### config.mk
export PLATFORM = sky130hd
export DESIGN_NAME = sdg_delta_gen
export DESIGN_NICKNAME = d
export VERILOG_FILES = /design/src/rtl/sdg_pkg.sv /design/src/rtl/sdg_sync_tracker.sv /design/src/rtl/sdg_slew_bank.sv /design/src/rtl/sdg_delta_timer.sv /design/src/rtl/sdg_delta_gen.sv
export SDC_FILE = /design/constraint.sdc
export NUM_CORES = 1
export LEC_CHECK = 0
export ABC_CLOCK_PERIOD_IN_PS = 11900
export BUFFER_PORTS_ARGS = -buffer_cell sky130_fd_sc_hd__clkbuf_2
export CAP_MARGIN = 40
export CELL_PAD_IN_SITES_DETAIL_PLACEMENT = 0
export CELL_PAD_IN_SITES_GLOBAL_PLACEMENT = 1
export CORE_UTILIZATION = 52
export CTS_BUF_LIST = sky130_fd_sc_hd__clkbuf_4
export DETAILED_ROUTE_END_ITERATION = 8
export PLACE_DENSITY_LB_ADDON = 0.1
export REMOVE_ABC_BUFFERS = 1
export SETUP_SLACK_MARGIN = 0.2
export SYNTH_ARGS = -nofsm -noshare
export SYNTH_HDL_FRONTEND = slang
export SYNTH_SLANG_ARGS = --single-unit
### constraint.sdc
create_clock -name clk -period 11.9 [get_ports clk]
set_input_delay 1.785 -clock clk [delete_from_list [all_inputs] [get_ports clk]]
set_output_delay 1.785 -clock clk [all_outputs]
set_load 0.01 [all_outputs]
### src/rtl/sdg_pkg.sv
package sdg_pkg;

   // Bits needed to hold values 0..v
   function automatic int sdg_bits_for(input int v);
      int b;
      b = 1;
      while ((1 << b) <= v) b++;
      return b;
   endfunction

   localparam int SDG_NOM_TICKS_DEF = 25;
   localparam int SDG_SLEW_MAX_DEF  = 5;
   localparam int SDG_FRAC_W_DEF    = 8;

endpackage

### src/rtl/sdg_sync_tracker.sv
module sdg_sync_tracker #(
   parameter int FRAC_W = 8,
   parameter int INC_W  = 10,
   parameter int PER_W  = 16,
   parameter int ACC_W  = 20
) (
   input  logic                    clk,
   input  logic                    rst_n,
   input  logic                    run,
   input  logic                    osc_tick,
   input  logic [INC_W-1:0]        sync_inc,
   input  logic [PER_W-1:0]        corr_period,
   output logic                    period_close,
   output logic signed [ACC_W-1:0] period_drift
);
   localparam int SUM_W   = INC_W + 1;
   localparam int CARRY_W = SUM_W - FRAC_W;

   logic [FRAC_W-1:0]        frac_q;
   logic [PER_W-1:0]         per_q;
   logic signed [ACC_W-1:0]  drift_q;
   logic [SUM_W-1:0]         sum;
   logic [CARRY_W-1:0]       carry;
   logic [PER_W:0]           per_sum;
   logic signed [ACC_W-1:0]  step;

   always_comb begin
      sum          = {1'b0, sync_inc} + SUM_W'(frac_q);
      carry        = sum[SUM_W-1:FRAC_W];
      step         = ACC_W'(carry) - ACC_W'(1);
      per_sum      = {1'b0, per_q} + (PER_W+1)'(carry);
      period_close = run && osc_tick && (per_sum >= {1'b0, corr_period});
      period_drift = drift_q + step;
   end

   always_ff @(posedge clk or negedge rst_n) begin
      if (!rst_n) begin
         frac_q  <= '0;
         per_q   <= '0;
         drift_q <= '0;
      end else if (!run) begin
         frac_q  <= '0;
         per_q   <= '0;
         drift_q <= '0;
      end else if (osc_tick) begin
         frac_q <= sum[FRAC_W-1:0];
         if (period_close) begin
            per_q   <= PER_W'(per_sum - {1'b0, corr_period});
            drift_q <= '0;
         end else begin
            per_q   <= per_sum[PER_W-1:0];
            drift_q <= period_drift;
         end
      end
   end

   // a restart begins from a cleared synchronized-clock measurement
   a_r9_restart_clean: assert property (@(posedge clk) disable iff (!rst_n)
      $rose(run) |-> (drift_q == '0 && per_q == '0 && frac_q == '0));

   // while the clock idles between ticks the measurement holds
   a_r5_hold_without_tick: assert property (@(posedge clk) disable iff (!rst_n)
      run && !osc_tick |=> run |-> ($stable(drift_q) && $stable(per_q)));

endmodule

### src/rtl/sdg_slew_bank.sv
module sdg_slew_bank #(
   parameter int ACC_W    = 20,
   parameter int SLEW_MAX = 5,
   parameter int ADJ_W    = 4
) (
   input  logic                    clk,
   input  logic                    rst_n,
   input  logic                    run,
   input  logic                    period_close,
   input  logic signed [ACC_W-1:0] period_drift,
   input  logic                    take,
   output logic signed [ADJ_W-1:0] adj
);
   localparam logic signed [ACC_W-1:0] LIM_P = ACC_W'(SLEW_MAX);
   localparam logic signed [ACC_W-1:0] LIM_N = -LIM_P;

   logic signed [ACC_W-1:0] pend_q;
   logic signed [ACC_W-1:0] adj_wide;
   logic signed [ACC_W-1:0] add_term;
   logic signed [ACC_W-1:0] sub_term;

   generate
      if (SLEW_MAX == 0) begin : g_no_slew
         assign adj_wide = '0;
      end else begin : g_clamp
         always_comb begin
            if (pend_q > LIM_P)      adj_wide = LIM_P;
            else if (pend_q < LIM_N) adj_wide = LIM_N;
            else                     adj_wide = pend_q;
         end
      end
   endgenerate

   assign adj      = adj_wide[ADJ_W-1:0];
   assign add_term = period_close ? period_drift : '0;
   assign sub_term = take ? adj_wide : '0;

   always_ff @(posedge clk or negedge rst_n) begin
      if (!rst_n)    pend_q <= '0;
      else if (!run) pend_q <= '0;
      else           pend_q <= pend_q + add_term - sub_term;
   end

   // a backlog above the limit loses exactly the limit per delta
   a_r8_remainder_kept: assert property (@(posedge clk) disable iff (!rst_n)
      run && take && !period_close && pend_q > LIM_P |=>
         run |-> (pend_q == $past(pend_q) - LIM_P));

   // the backlog is empty while stopped
   a_r9_backlog_cleared: assert property (@(posedge clk) disable iff (!rst_n)
      !run |=> pend_q == '0);

endmodule

### src/rtl/sdg_delta_timer.sv
module sdg_delta_timer #(
   parameter int NOM_TICKS = 25,
   parameter int SLEW_MAX  = 5,
   parameter int POS_W     = 8,
   parameter int ADJ_W     = 4,
   parameter int LEN_W     = 5
) (
   input  logic                    clk,
   input  logic                    rst_n,
   input  logic                    run,
   input  logic                    osc_tick,
   input  logic signed [ADJ_W-1:0] adj,
   input  logic [POS_W-1:0]        cycle_len,
   output logic                    delta_end,
   output logic                    delta_strobe,
   output logic [POS_W-1:0]        cycle_pos
);
   logic [LEN_W-1:0] tick_q;
   logic [LEN_W-1:0] len_q;
   logic [LEN_W-1:0] next_len;
   logic [POS_W-1:0] next_pos;

   always_comb begin
      delta_end = run && osc_tick && (tick_q == len_q - LEN_W'(1));
      next_len  = LEN_W'(NOM_TICKS) - LEN_W'(adj);
      next_pos  = (cycle_pos == cycle_len - POS_W'(1)) ? '0 : cycle_pos + POS_W'(1);
   end

   always_ff @(posedge clk or negedge rst_n) begin
      if (!rst_n) begin
         tick_q       <= '0;
         len_q        <= LEN_W'(NOM_TICKS);
         cycle_pos    <= '0;
         delta_strobe <= 1'b0;
      end else if (!run) begin
         tick_q       <= '0;
         len_q        <= LEN_W'(NOM_TICKS);
         cycle_pos    <= '0;
         delta_strobe <= 1'b0;
      end else begin
         delta_strobe <= delta_end;
         if (osc_tick) begin
            if (delta_end) begin
               tick_q    <= '0;
               len_q     <= next_len;
               cycle_pos <= next_pos;
            end else begin
               tick_q <= tick_q + LEN_W'(1);
            end
         end
      end
   end

   // every delta stays inside the slew window
   a_r8_len_window: assert property (@(posedge clk) disable iff (!rst_n)
      (len_q >= LEN_W'(NOM_TICKS - SLEW_MAX)) && (len_q <= LEN_W'(NOM_TICKS + SLEW_MAX)));

   // strobe lasts one cycle
   a_r10_strobe_single: assert property (@(posedge clk) disable iff (!rst_n)
      delta_strobe |=> !delta_strobe);

   // silent and parked while stopped
   a_r9_silent_stopped: assert property (@(posedge clk) disable iff (!rst_n)
      !run |=> (!delta_strobe && cycle_pos == '0));

   // no tick, no new strobe
   a_r3_tick_gated: assert property (@(posedge clk) disable iff (!rst_n)
      !osc_tick |=> !delta_strobe);

   // position wraps to zero exactly after the last index
   a_r4_wrap: assert property (@(posedge clk) disable iff (!rst_n)
      $rose(delta_strobe) && $stable(cycle_len) |->
         ((cycle_pos == '0) == ($past(cycle_pos) == cycle_len - POS_W'(1))));

endmodule

### src/rtl/sdg_delta_gen.sv
module sdg_delta_gen
   import sdg_pkg::*;
#(
   parameter int NOM_TICKS = SDG_NOM_TICKS_DEF,
   parameter int SLEW_MAX  = SDG_SLEW_MAX_DEF,
   parameter int FRAC_W    = SDG_FRAC_W_DEF,
   parameter int INC_W     = 10,
   parameter int PER_W     = 16,
   parameter int ACC_W     = 20,
   parameter int POS_W     = 8
) (
   input  logic             clk,
   input  logic             rst_n,
   input  logic             run,
   input  logic             osc_tick,
   input  logic [INC_W-1:0] sync_inc,
   input  logic [PER_W-1:0] corr_period,
   input  logic [POS_W-1:0] cycle_len,
   output logic             delta_strobe,
   output logic [POS_W-1:0] cycle_pos
);
   localparam int LEN_W = sdg_bits_for(NOM_TICKS + SLEW_MAX);
   localparam int ADJ_W = sdg_bits_for(SLEW_MAX) + 1;

   generate
      if (NOM_TICKS < 2 * SLEW_MAX + 2) begin : g_bad_slew
         $error("sdg_delta_gen: NOM_TICKS too small for SLEW_MAX");
      end
      if (INC_W <= FRAC_W) begin : g_bad_inc
         $error("sdg_delta_gen: INC_W must exceed FRAC_W");
      end
      if (ACC_W <= PER_W) begin : g_bad_acc
         $error("sdg_delta_gen: ACC_W must exceed PER_W");
      end
   endgenerate

   logic                    period_close;
   logic signed [ACC_W-1:0] period_drift;
   logic                    delta_end;
   logic signed [ADJ_W-1:0] adj;

   sdg_sync_tracker #(
      .FRAC_W (FRAC_W),
      .INC_W  (INC_W),
      .PER_W  (PER_W),
      .ACC_W  (ACC_W)
   ) u_track (
      .clk          (clk),
      .rst_n        (rst_n),
      .run          (run),
      .osc_tick     (osc_tick),
      .sync_inc     (sync_inc),
      .corr_period  (corr_period),
      .period_close (period_close),
      .period_drift (period_drift)
   );

   sdg_slew_bank #(
      .ACC_W    (ACC_W),
      .SLEW_MAX (SLEW_MAX),
      .ADJ_W    (ADJ_W)
   ) u_bank (
      .clk          (clk),
      .rst_n        (rst_n),
      .run          (run),
      .period_close (period_close),
      .period_drift (period_drift),
      .take         (delta_end),
      .adj          (adj)
   );

   sdg_delta_timer #(
      .NOM_TICKS (NOM_TICKS),
      .SLEW_MAX  (SLEW_MAX),
      .POS_W     (POS_W),
      .ADJ_W     (ADJ_W),
      .LEN_W     (LEN_W)
   ) u_timer (
      .clk          (clk),
      .rst_n        (rst_n),
      .run          (run),
      .osc_tick     (osc_tick),
      .adj          (adj),
      .cycle_len    (cycle_len),
      .delta_end    (delta_end),
      .delta_strobe (delta_strobe),
      .cycle_pos    (cycle_pos)
   );

   // outputs quiet right after reset
   a_r1_reset_quiet: assert property (@(posedge clk)
      $rose(rst_n) |-> (!delta_strobe && cycle_pos == '0));

endmodule

After elaboration in Yosys (flattened, before gate mapping)
Index checks and enable logic that the tools add are counted.
- logic and storage cells: 55
- bits in registers: 83
- output and inout port bits: 9
- order comparisons: 3
- reduce and logical (&&, ||, !) cells: 4
- muxes and demuxes: 24
- equality and inequality tests: 4
- add/subtract/negate cells: 12
- operators by type and width (kind ; number):
    $mux W20 ; 8
    $mux W16 ; 3
    $mux W8 ; 6
    $add A20 B20 Y20 ; 2
    $mux W5 ; 6
    $gt A20 B4 Y1 const B ; 1
    $lt A20 B4 Y1 const B ; 1
    $sub A20 B20 Y20 ; 1
    $add A16 B3 Y17 ; 1
    $ge A17 B16 Y1 ; 1
    $sub A16 B16 Y16 ; 1
    $add A10 B8 Y11 ; 1
    $add A8 B1 Y8 const B ; 1
    $eq A8 B8 Y1 ; 1
    $sub A8 B1 Y8 const B ; 1
    $add A5 B1 Y5 const B ; 1
    $eq A5 B5 Y1 ; 1
    $sub A4 B4 Y5 const A ; 1
    $sub A5 B1 Y5 const B ; 1
    $ne A2 B1 Y1 const B ; 2
    $sub A3 B1 Y4 const B ; 1
    $logic_and A1 B1 Y1 ; 3
    $reduce_and A2 Y1 ; 1
    $mux W1 ; 1

Longest topological paths before layout
Gate-level depths: netlist (run 1).
- depth in word-level cells: 8
- gate-level depth with buffers: 40

Modules after synthesis
A second synthesis (run 1) with hierarchy kept.
- cells, all modules: 1008
- area, all modules: 8354.3 sq um
- by module, submodules not included (module ; cells an instance ; area an instance (sq um) ; instances):
    sdg_sync_tracker ; 520 ; 4400.5 ; 1
    sdg_slew_bank ; 333 ; 2549.9 ; 1
    sdg_delta_timer ; 155 ; 1403.8 ; 1

Worst setup path after synthesis (run 1)
No wires, ideal clock.
- path type: input-to-reg
- from: input sync_inc[0]
- to: register u_bank.pend_q[18]
- stages: 40
- path buffers: 3
- arrival: 8.776 ns
- setup time: 0.132 ns
- setup slack: 2.992 ns
- path through: ha_1 inv_1 fa_1 nand2b_1 a21oi_1 o211ai_1 nand2_1 and2_1 nor2_1 xnor2_1 ha_1 a21o_1 a21oi_1 or4b_1 inv_1 and3_1 nand3_1 xnor2_1 [4 not listed] o21ai_1 nand2b_1 buf_2 buf_1 buf_2 nand2_1 fa_1 inv_1 ha_1 nor2b_1 o21ai_0 a21boi_1 o221ai_1 a2111o_1 nand2_1 o221ai_1 xor2_1 nor2_1
- cells in the longest elaborated chain, start to end: 8
- RTL lines (element ; RTL line ; source):
    start: declaration ; sdg_delta_gen.sv:16 ; input logic [INC_W-1:0] sync_inc,
    $add A10 B8 Y11 (*) ; sdg_sync_tracker.sv:28 ; sum = {1'b0, sync_inc} + SUM_W'(frac_q);
    $add A16 B3 Y17 ; sdg_sync_tracker.sv:31 ; per_sum = {1'b0, per_q} + (PER_W+1)'(carry);
    $ge A17 B16 Y1 ; sdg_sync_tracker.sv:32 ; period_close = run && osc_tick && (per_sum >= {1'b0, corr_period});
    $logic_and A1 B1 Y1 ; sdg_sync_tracker.sv:32 ;
    $mux W20 (*) ; sdg_slew_bank.sv:35 ; assign add_term = period_close ? period_drift : '0;
    $add A20 B20 Y20 (*) ; sdg_slew_bank.sv:41 ; else pend_q <= pend_q + add_term - sub_term;
    $sub A20 B20 Y20 (*) ; sdg_slew_bank.sv:41 ;
    $mux W20 (*) ; sdg_slew_bank.sv:40 ; else if (!run) pend_q <= '0;
    end signal: assignment ; sdg_slew_bank.sv:41 ;
    end: declaration ; sdg_slew_bank.sv:17 ; logic signed [ACC_W-1:0] pend_q;
Mark *: on every way between the ends. The rest lies on a longest branch, timed or not.
A chain may end at the register's enable or synchronous reset.

Worst setup path in the final report (run 1)
- from: input sync_inc[1]
- to: register u_bank.pend_q[18]
Same word-level chain as after synthesis.

==> flow_summary.yaml, run 1 <==
sta:
  worst_slew_pin_slew_ns: 0.774
  whs_ns: 0.521
  finalSetupViolations: 0
  fin_ws_ns: 2.68
  slew_violations: 0
  period_needed_ns: 9.22
  rsz0062_at_grt: "false"
  max_freq_mhz: 108
  timing.final.crit_share: 0.775
  finalHoldViolations: 0
  fin_tns_setup_ns: 0
  fin_skew_ns: 0.0198
  timing.slew.headroom: 0.484
yosys:
  ys.flop_type: "dfrtp_1"
  avgSynthCellArea_um2: 8.28
  yosys.area.top_type: "dfrtp_1"
  synth_compound_area_frac: 0.209
  synth_area_leaders: "dfrtp_1 (25%), ha_1 (12%), fa_1 (5.9%)"
  synth_edf_count: 0
  synth_cell_types: 68
  synth_xor_area_frac: 0.0869
  synth_area_um2: 7860
  ys_ff_latch: 83
  synth_simple_gate_area_share: 0.191
  muxShareOfSynthArea: 0.00907
  synth_top_family_by_area: "compound AO/OA/AOI/OAI gates"
  syn_inst: 950
  yosysWarnings: 0
  synth_top_area_frac: 0.255
  async_reset_ff_frac: 1.00
  synthAdderAreaFrac: 0.175
  synth_seq_area_share: 0.265
floorplan:
  die_h_um: 125
  die_w_um: 125
  core_um2: 14600
  std_cell_rows: 44
  start_util: 0.537
  pin_count: 47
  dieArea_um2: 15600
power:
  powerDensity_nw_per_um2: 148
  p_sw_uw: 562
  ir_worst_vdd_mv: 0.136
  power_leakage_uw: 0.00400
  swShare: 0.451
  p_comb_frac: 0.571
  seqPwrFrac: 0.283
  clkPwrFrac: 0.147
  intPower_uw: 685
drt:
  num_vias: 6716
  final_antenna_net_count: 0
  wirelength_um: 18700
  wire_per_inst_um: 15.9
  first_iter_violations: 381
  drc: 11
  via_per_inst: 5.72
  drt_first_pass_iters: 7
grt:
  grt_pass1_vias: 6488
  grt_pass1_wl_um: 31800
  grt_max_degree: 60
  grt-ovfl-total: 0
  grtUsageTotal: 0.254
  antenna_found_initial: 0
placed_design:
  place_hpwl_um: 14000
  dp.cells: 1158
  dpl_cell_area_um2: 8280
  pre_cts_ws_ns: 2.25
  io_buffers: 46
  gp_congestion: 0.865
layout:
  fill_cells: 1390
  nets: 1119
  fin_area_um2: 8420
  final_cells: 1174
  n_antenna_cell: 0
  syn2layout_area_growth_pct: 7.13
  drive_above_1_share: 0.0960
clock_network:
  htreeDepth: 3
  cts_buffer_depth: 2
  cts_tree: "done"
  clkTransAtPathRegs_ns: 0.16
  clock-sinks: 83
  ctsResizeCount: 0
  cts_inserted_buffers: 9
  hold_buffers: 0
  cts_setup_buffers: 0
  cts_root_buffer: "clkbuf_4"
  clock_latency_ns: 0.49
critical_path:
  crit_slowest_cell: "nor2b_2"
  cp-start-kind: "primary input"
  cp.arrival_ns: 9.58
  cp_data_required_time_ns: 12.27
  path_class: "in2reg"
  cp-end-kind: "flip-flop"
  slowest_delay_ns: 0.49
  critPathMaxFanout: 11
status:
  violations: "design-rule violations"
  status: "finished with violations"
run:
  maxCapViolations: 0
hold_path:
  hp-class: "reg2reg"
## cells by family (layout without fill, tap and decap cells)
group,Yosys count,count (layout)
and+or+nand+nor,306,306
DFF,83,83
buffers and inverters,133,173
xor gates and xnor gates,78,78
adders and majority gates,96,96
AOI/OAI and AO/OA,247,247
muxes,7,7
## metal layers
layer / track usage / up-vias / wire [um]
li1: - / 3410 / -
met1: 0.350 / 3190 / 9100
met2: 0.427 / 106 / 8870
met3: 0.0407 / 10 / 560
met4: 0.0430 / 0 / 135
met5: 0 / - / 0
## layout by cell type, fill, tap and decap left out, types with 30 or more instances in the layout
| cell type | instances |
|---|---|
| ha_1 | 73 |
| a21oi_1 | 62 |
| inv_1 | 100 |
| nor2_1 | 71 |
| xnor2_1 | 46 |
| nand2_1 | 81 |
| o21ai_0 | 31 |
| dfrtp_1 | 80 |
| o21ai_1 | 30 |
| xor2_1 | 32 |
| clkbuf_2 | 45 |
## cell type report
type | instances | area (um^2) | area share
clock buffers | 9 | 67.6 | 0.00802
clock inverters | 7 | 77.6 | 0.00921
inverters | 102 | 383 | 0.0455
multi-input cells | 734 | 5280 | 0.627
flip-flops and latches | 83 | 2080 | 0.247
well taps | 184 | 230 | 0.0273
repair buffers | 55 | 300 | 0.0357
## cell usage after synthesis, drive strengths merged, types with 3 or more instances
library cell,count
nand3b,4
dfstp,3
or3,6
nand4,17
a21o,14
mux2i,6
o21bai,4
buf,10
o31ai,4
nand2b,16
and3,12
or2,7
o21ai,61
xnor2,46
a32o,6
nor2,73
a22o,10
o2111ai,3
a31oi,10
a21oi,62
ha,73
inv,101
dfrtp,80
o41ai,3
a311oi,5
nand2,81
nor4,4
o21a,8
nor3,25
nor2b,16
xor2,32
o211ai,9
and2,8
a211oi,25
fa,23
nand3,27
clkbuf,21
o211a,3
## flip-flops by register name, summed over array words and instances (netlist names)
signal                count
u_timer.cycle_pos         8
u_timer.delta_strobe      1
u_timer.len_q             5
u_timer.tick_q            5
u_track.frac_q            8
u_track.drift_q          20
u_track.per_q            16
u_bank.pend_q            20
## metrics by stage
stage               total power [uW]  utilization
global placement                1060        0.565
floorplan                        906            -
CTS                             1250        0.575
global route                    1370        0.575
finish                          1250        0.575
detailed placement              1060        0.565
## power groups by stage
stage	sequential (uW)	clock, uW	combinational (uW)
2_1_floorplan	348	0	558
3_3_place_gp	358	0	705
3_5_place_dp	358	0	706
4_1_cts	353	190	712
5_1_grt	358	200	809
6_report	353	183	712
## worst paths after layout
| path | startpoint | end | slack (ns) | cells after the start |
|---|---|---|---|---|
| max in group asynchronous | rst_n | u_bank.pend_q[18] | 9.63 | 2 |
| setup reg to reg | u_track.frac_q[1] | u_bank.pend_q[18] | 3.66 | 33 |
| hold reg to reg | u_track.frac_q[7] | u_track.frac_q[7] | 0.52 | 2 |
| min in group asynchronous | rst_n | u_track.per_q[4] | 1.17 | 1 |
| setup / recovery | sync_inc[1] | u_bank.pend_q[18] | 2.68 | 34 |
| hold / removal | u_track.frac_q[7] | u_track.frac_q[7] | 0.52 | 2 |
## critical path: cells and delay by family
kind            cells  cell delay, ns
compound gates     14            3.51
xor+xnor            3            0.57
fa+ha+maj           5            1.83
buf+inv             2            0.16
simple gates       10            1.73
Note: power is estimated with default switching activity, not from simulation.
==> inputs of run 2 (changes only) <==
ABC_AREA = 1   (was not set)
ABC_CLOCK_PERIOD_IN_PS = 8700   (was 11900)
CORE_UTILIZATION = 47   (was 52)
clock period = 8.7 ns   (was 11.9 ns; I/O delays follow)
==> run 2 against run 1 <==
Effect of this change: the flow now finishes without violations; power up 46%; sequential power up 41%; worst setup slack lost 1.8 ns; synthesized cell count grew 18%; final cell count grew 18%; highest routed layer unchanged; cell area rose by 4.7%; global-route usage decreased by 0.24 points; wire length grew 14%.
==> flow_summary.yaml, run 2 <==
status:
  status: "complete, no violations"
placed_design:
  io_buffers: 46
  place_hpwl_um: 16700
  gp_congestion: 0.876
hold_path:
  hp-class: "reg2reg"
power:
  powerDensity_nw_per_um2: 207
  power_uw: 1820
  ir_worst_vdd_mv: 0.0862
  power_leakage_uw: 0.00462
sta:
  finalHoldViolations: 0
  slew_violations: 0
  max_freq_mhz: 128
  period_needed_ns: 7.79
  fin_tns_setup_ns: 0
  rsz0062_at_grt: "false"
  worst_slew_pin_slew_ns: 0.741
  finalSetupViolations: 0
  timing.slew.headroom: 0.506
  fin_skew_ns: 0.0200
  timing.final.crit_share: 0.895
yosys:
  async_reset_ff_frac: 1.00
  yosys.area.top_type: "dfrtp_1"
  synth_cell_types: 51
  synth_xor_area_frac: 0.0787
  synth_common_cells: "nand2_1 (213), inv_1 (187), a21oi_1 (102), nor2_1 (82), dfrtp_1 (80)"
  synth_area_leaders: "dfrtp_1 (24%), ha_1 (11%), nand2_1 (9.7%)"
  synth_compound_area_frac: 0.167
  synth_top_area_frac: 0.244
  synthMostInstantiatedCell: "nand2_1"
  synth_top_family_by_area: "simple AND/OR/NAND/NOR gates"
  synth_seq_area_share: 0.253
  synthAdderAreaFrac: 0.167
  synth_edf_count: 0
  muxShareOfSynthArea: 0
  synth_simple_gate_area_share: 0.233
  yosysWarnings: 0
  avgSynthCellArea_um2: 7.34
  syn_inst: 1120
  ys.flop_type: "dfrtp_1"
  ys_ff_latch: 83
  synth_area_um2: 8220
layout:
  mostFrequentLayoutCell: "nand2_1"
  nets: 1295
  fill_cells: 1784
  n_antenna_cell: 0
  register_area_um2: 2080
  drive_above_1_share: 0.0961
  reg.largest.list: "u_bank.pend_q: 20 flops, u_track.drift_q: 20 flops, u_track.per_q: 16 flops"
  most-common-layout-cells: "nand2_1 (213), inv_1 (187), a21oi_1 (102)"
  multi_input_area_um2: 5320
  syn2layout_area_growth_pct: 7.31
critical_path:
  cp-end-kind: "flip-flop"
  cp-start-kind: "primary input"
  path_class: "in2reg"
  cp_common_cell: "nand2_1"
  critPathMaxFanout: 16
  crit_slowest_cell: "fa_1"
  cp.arrival_ns: 8.16
  cp_data_required_time_ns: 9.07
  slowest_delay_ns: 0.51
clock_network:
  cts_root_buffer: "clkbuf_4"
  htreeDepth: 3
  cts_buffer_depth: 2
  clock_latency_ns: 0.49
  clock-sinks: 83
  clkTransAtPathRegs_ns: 0.15
  cts_setup_buffers: 0
  cts_inserted_buffers: 9
  cts_tree: "done"
  hold_buffers: 0
  ctsResizeCount: 0
grt:
  grtUsageTotal: 0.251
  antenna_found_initial: 0
  grt_pass1_wl_um: 35900
  grt_max_degree: 57
  grt-ovfl-total: 0
  grt_pass1_vias: 7102
drt:
  wire_per_inst_um: 15.3
  first_iter_violations: 475
  via_per_inst: 5.30
  final_antenna_net_count: 0
  drc: 0
  wirelength_um: 21300
  drt_first_pass_iters: 4
  num_vias: 7345
floorplan:
  pin_count: 47
  die_w_um: 134
  dieArea_um2: 18000
  start_util: 0.489
  die_h_um: 134
  core_um2: 16800
  std_cell_rows: 47
run:
  maxCapViolations: 0
run 2: cell types whose count changed in the layout (fill, tap and decap cells not counted), sizes merged, moves of 16 or more:
cell	delta
nor2b	-16
a211oi	-25
xnor2	-21
nand2	+147
inv	+93
xor2	+16
nand2b	-16
a21oi	+40
nand3	+31
run 2: through the flow:
step	std cells	setup WS [ns]	hold WS [ns]	utilization	cell area [um^2]
floorplan	1102	1.67	0.455	-	8130
global placement	1369	0.706	0.477	0.514	8650
detailed placement	1370	0.536	0.478	0.515	8670
CTS	1386	1.03	0.513	0.524	8820
global route	1386	0.329	0.536	0.524	8820
finish	1386	0.913	0.510	0.524	8820
run 2: area by class of cell:
| type | instances | share of cell area |
|---|---|---|
| multi-input combinational | 824 | 0.604 |
| sequential | 83 | 0.236 |
| inverter | 195 | 0.0830 |
| tap | 220 | 0.0312 |
| timing repair buffer | 48 | 0.0295 |
| clock buffer | 10 | 0.00851 |
| clock inverter | 6 | 0.00823 |
run 2: cells by family after synthesis:
logic type               after synthesis
AND/OR/NAND/NOR                      427
AO/OA/AOI/OAI                        228
buffers and inverters                213
adder cells (fa/ha/maj)               96
flip-flops                            83
XOR/XNOR                              73
run 2: per-layer routing:
layer	part of all wire	vias to the layer above	wire, um	track usage
li1	-	3764	-	-
met1	0.51	3428	10900	0.369
met2	0.44	134	9390	0.394
met3	0.032	19	689	0.0249
met4	0.013	0	272	0.0637
met5	0	-	0	0
run 2: power breakdown:
group          internal [uW]  switching (uW)
Combinational            374             691
Sequential               452            43.7
Clock                   94.6             166
Total                    921             901
run 2: worst max-delay path, delay by kind of cell:
kind	cells	cell delay [ns]
buffers and inverters	6	0.68
and+or+nand+nor	20	2.70
AOI/OAI and AO/OA	7	1.21
adders and majority gates	7	2.24
run 2: path summary, 6_finish.rpt:
| kind | start | endpoint | slack [ns] | cells after the start |
|---|---|---|---|---|
| worst max register to register | u_track.frac_q[0] | u_bank.pend_q[12] | 1.43 | 39 |
| worst min register to register | u_track.drift_q[0] | u_track.drift_q[0] | 0.51 | 2 |
| min in group asynchronous | rst_n | u_track.frac_q[3] | 0.72 | 1 |
| max in group asynchronous | rst_n | u_bank.pend_q[14] | 6.89 | 2 |
| worst max-delay path | sync_inc[0] | u_bank.pend_q[12] | 0.91 | 40 |
| worst min-delay path | u_track.drift_q[0] | u_track.drift_q[0] | 0.51 | 2 |
==> inputs of run 3 (changes only) <==
ABC_CLOCK_PERIOD_IN_PS = 8300   (was 8700)
clock period = 8.3 ns   (was 8.7 ns; I/O delays follow)
==> run 3 against run 2 <==
Effect of this change: via count shrank 0.59%; worst hold slack gained 0.0048 ns; flip-flop and latch count is the same; clock power grew 17%; first-iteration DRC count grew 12%; cell area grew 0.50%.
==> flow_summary.yaml, run 3 (synthesized netlist as in run 2, its figures left out) <==
layout:
  fin_area_um2: 8860
  fin_util: 0.527
  drive_above_1_share: 0.0985
  most-common-layout-cells: "nand2_1 (213), inv_1 (187), a21oi_1 (102)"
  syn2layout_area_growth_pct: 7.84
  nets: 1296
  mostFrequentLayoutCell: "nand2_1"
  n_antenna_cell: 0
  fill_cells: 1703
  reg.largest.list: "u_bank.pend_q: 20 flops, u_track.drift_q: 20 flops, u_track.per_q: 16 flops"
  final_cells: 1387
drt:
  drc: 0
  wirelength_um: 21000
  num_vias: 7302
  wire_per_inst_um: 15.2
  drt_first_pass_iters: 5
  final_antenna_net_count: 0
  via_per_inst: 5.26
  first_iter_violations: 533
critical_path:
  timing.rr.end: "u_bank.pend_q[13]"
  crit_family: "adder cells"
  cp_common_cell: "nand2_1"
  critPathBufInv: 7
  crit_slowest_cell: "fa_1"
  rrSetupSlack_ns: 1.19
  path_class: "in2reg"
  r2r_start: "u_track.frac_q[0]"
  reg2reg_depth: 39
  critPathMaxFanout: 16
  cp-end-kind: "flip-flop"
  cp.arrival_ns: 7.92
  slowest_delay_ns: 0.49
  cp_data_required_time_ns: 8.68
  cp-start-kind: "primary input"
sta:
  fin_tns_setup_ns: 0
  finalHoldViolations: 0
  worst_slew_pin_slew_ns: 0.761
  slew_violations: 0
  timing.slew.headroom: 0.493
  rsz0062_at_grt: "false"
  finalSetupViolations: 0
  max_freq_mhz: 133
  period_needed_ns: 7.55
  timing.final.crit_share: 0.909
  fin_skew_ns: 0.0189
hold_path:
  whs_endpoint: "u_track.frac_q[3]"
  hold_depth: 2
  hp-class: "reg2reg"
  min_from: "u_track.frac_q[3]"
placed_design:
  dp.cells: 1371
  place_hpwl_um: 16500
  gp_congestion: 0.862
  io_buffers: 46
  dpl_cell_area_um2: 8680
clock_network:
  cts_buffer_depth: 2
  clock_latency_ns: 0.49
  cts_root_buffer: "clkbuf_4"
  clkTransAtPathRegs_ns: 0.16
  clock-sinks: 83
  htreeDepth: 3
  cts_setup_buffers: 0
  cts_inserted_buffers: 9
  cts_tree: "done"
power:
  powerDensity_nw_per_um2: 220
  ir_worst_vdd_mv: 0.142
  power_leakage_uw: 0.00464
floorplan:
  start_util: 0.489
  die_h_um: 134
  pin_count: 47
  core_um2: 16800
  die_w_um: 134
  dieArea_um2: 18000
  std_cell_rows: 47
grt:
  antenna_found_initial: 0
  grt_max_degree: 57
  grt-ovfl-total: 0
  grt_pass1_vias: 6853
  grt_pass1_wl_um: 34700
  grtUsageTotal: 0.244
status:
  status: "complete, no violations"
run:
  maxCapViolations: 0
## run 3: cell types whose count changed in the layout (fill, tap and decap cells not counted), sizes merged
| cell | delta |
|---|---|
| clkinv | -3 |
| bufinv | +1 |
| clkbuf | -1 |
| inv | +3 |
| buf | +1 |
## run 3: layout make-up
type,count,area [um^2],area share
Clock buffer,9,67.6,0.00762
Clock inverter,7,106,0.0120
Inverter,195,732,0.0826
Multi-Input combinational cell,824,5330,0.602
Sequential cell,83,2080,0.235
Tap cell,220,275,0.0311
Timing Repair Buffer,49,268,0.0302
## run 3: per-stage QoR
stage | setup slack (ns) | power (uW) | hold slack [ns]
final | 0.755 | 1950 | 0.514
after detailed placement | 0.219 | 1630 | 0.482
after global routing | 0.201 | 2130 | 0.548
after CTS | 0.784 | 1940 | 0.520
after floorplan | 1.33 | 1350 | 0.455
after global placement | 0.314 | 1640 | 0.475
## run 3: routing by layer
| layer | vias to the layer above | wire length [um] | GRT usage |
|---|---|---|---|
| met4 | 0 | 230 | 0.0499 |
| met5 | - | 0 | 0 |
| li1 | 3768 | - | - |
| met1 | 3335 | 10500 | 0.349 |
| met2 | 177 | 9240 | 0.385 |
| met3 | 22 | 1060 | 0.0423 |
## run 3: worst max-delay path by stage
| stage | end | cells past startpoint | startpoint |
|---|---|---|---|
| final | u_bank.pend_q[13] | 40 | sync_inc[0] |
| after global routing | u_bank.pend_q[16] | 40 | sync_inc[0] |
| after CTS | u_bank.pend_q[16] | 39 | sync_inc[0] |
| after detailed placement | u_bank.pend_q[16] | 39 | sync_inc[0] |
| after global placement | u_bank.pend_q[16] | 39 | sync_inc[0] |
| after floorplan | u_bank.pend_q[16] | 38 | sync_inc[0] |
## run 3: worst reg2reg max path, delay by kind of cell (launching register included)
family,cells,cell delay (ns)
compound gates,7,1.20
fa+ha+maj,7,2.43
buf+inv,6,0.59
flops,1,0.38
simple gates,19,2.39
## run 3: what timing repair did
action                                  4_1_cts  5_1_grt
gates resized for setup                       0        3
hold buffers                                  0        0
endpoints found under the setup margin        0        4
endpoints found under the hold margin         0        0
## run 3: report_power, final
part | internal [uW] | total (uW) | switching (uW)
Combinational | 393 | 1120 | 726
Sequential | 474 | 521 | 47.0
Clock | 129 | 305 | 176
Total | 996 | 1950 | 950
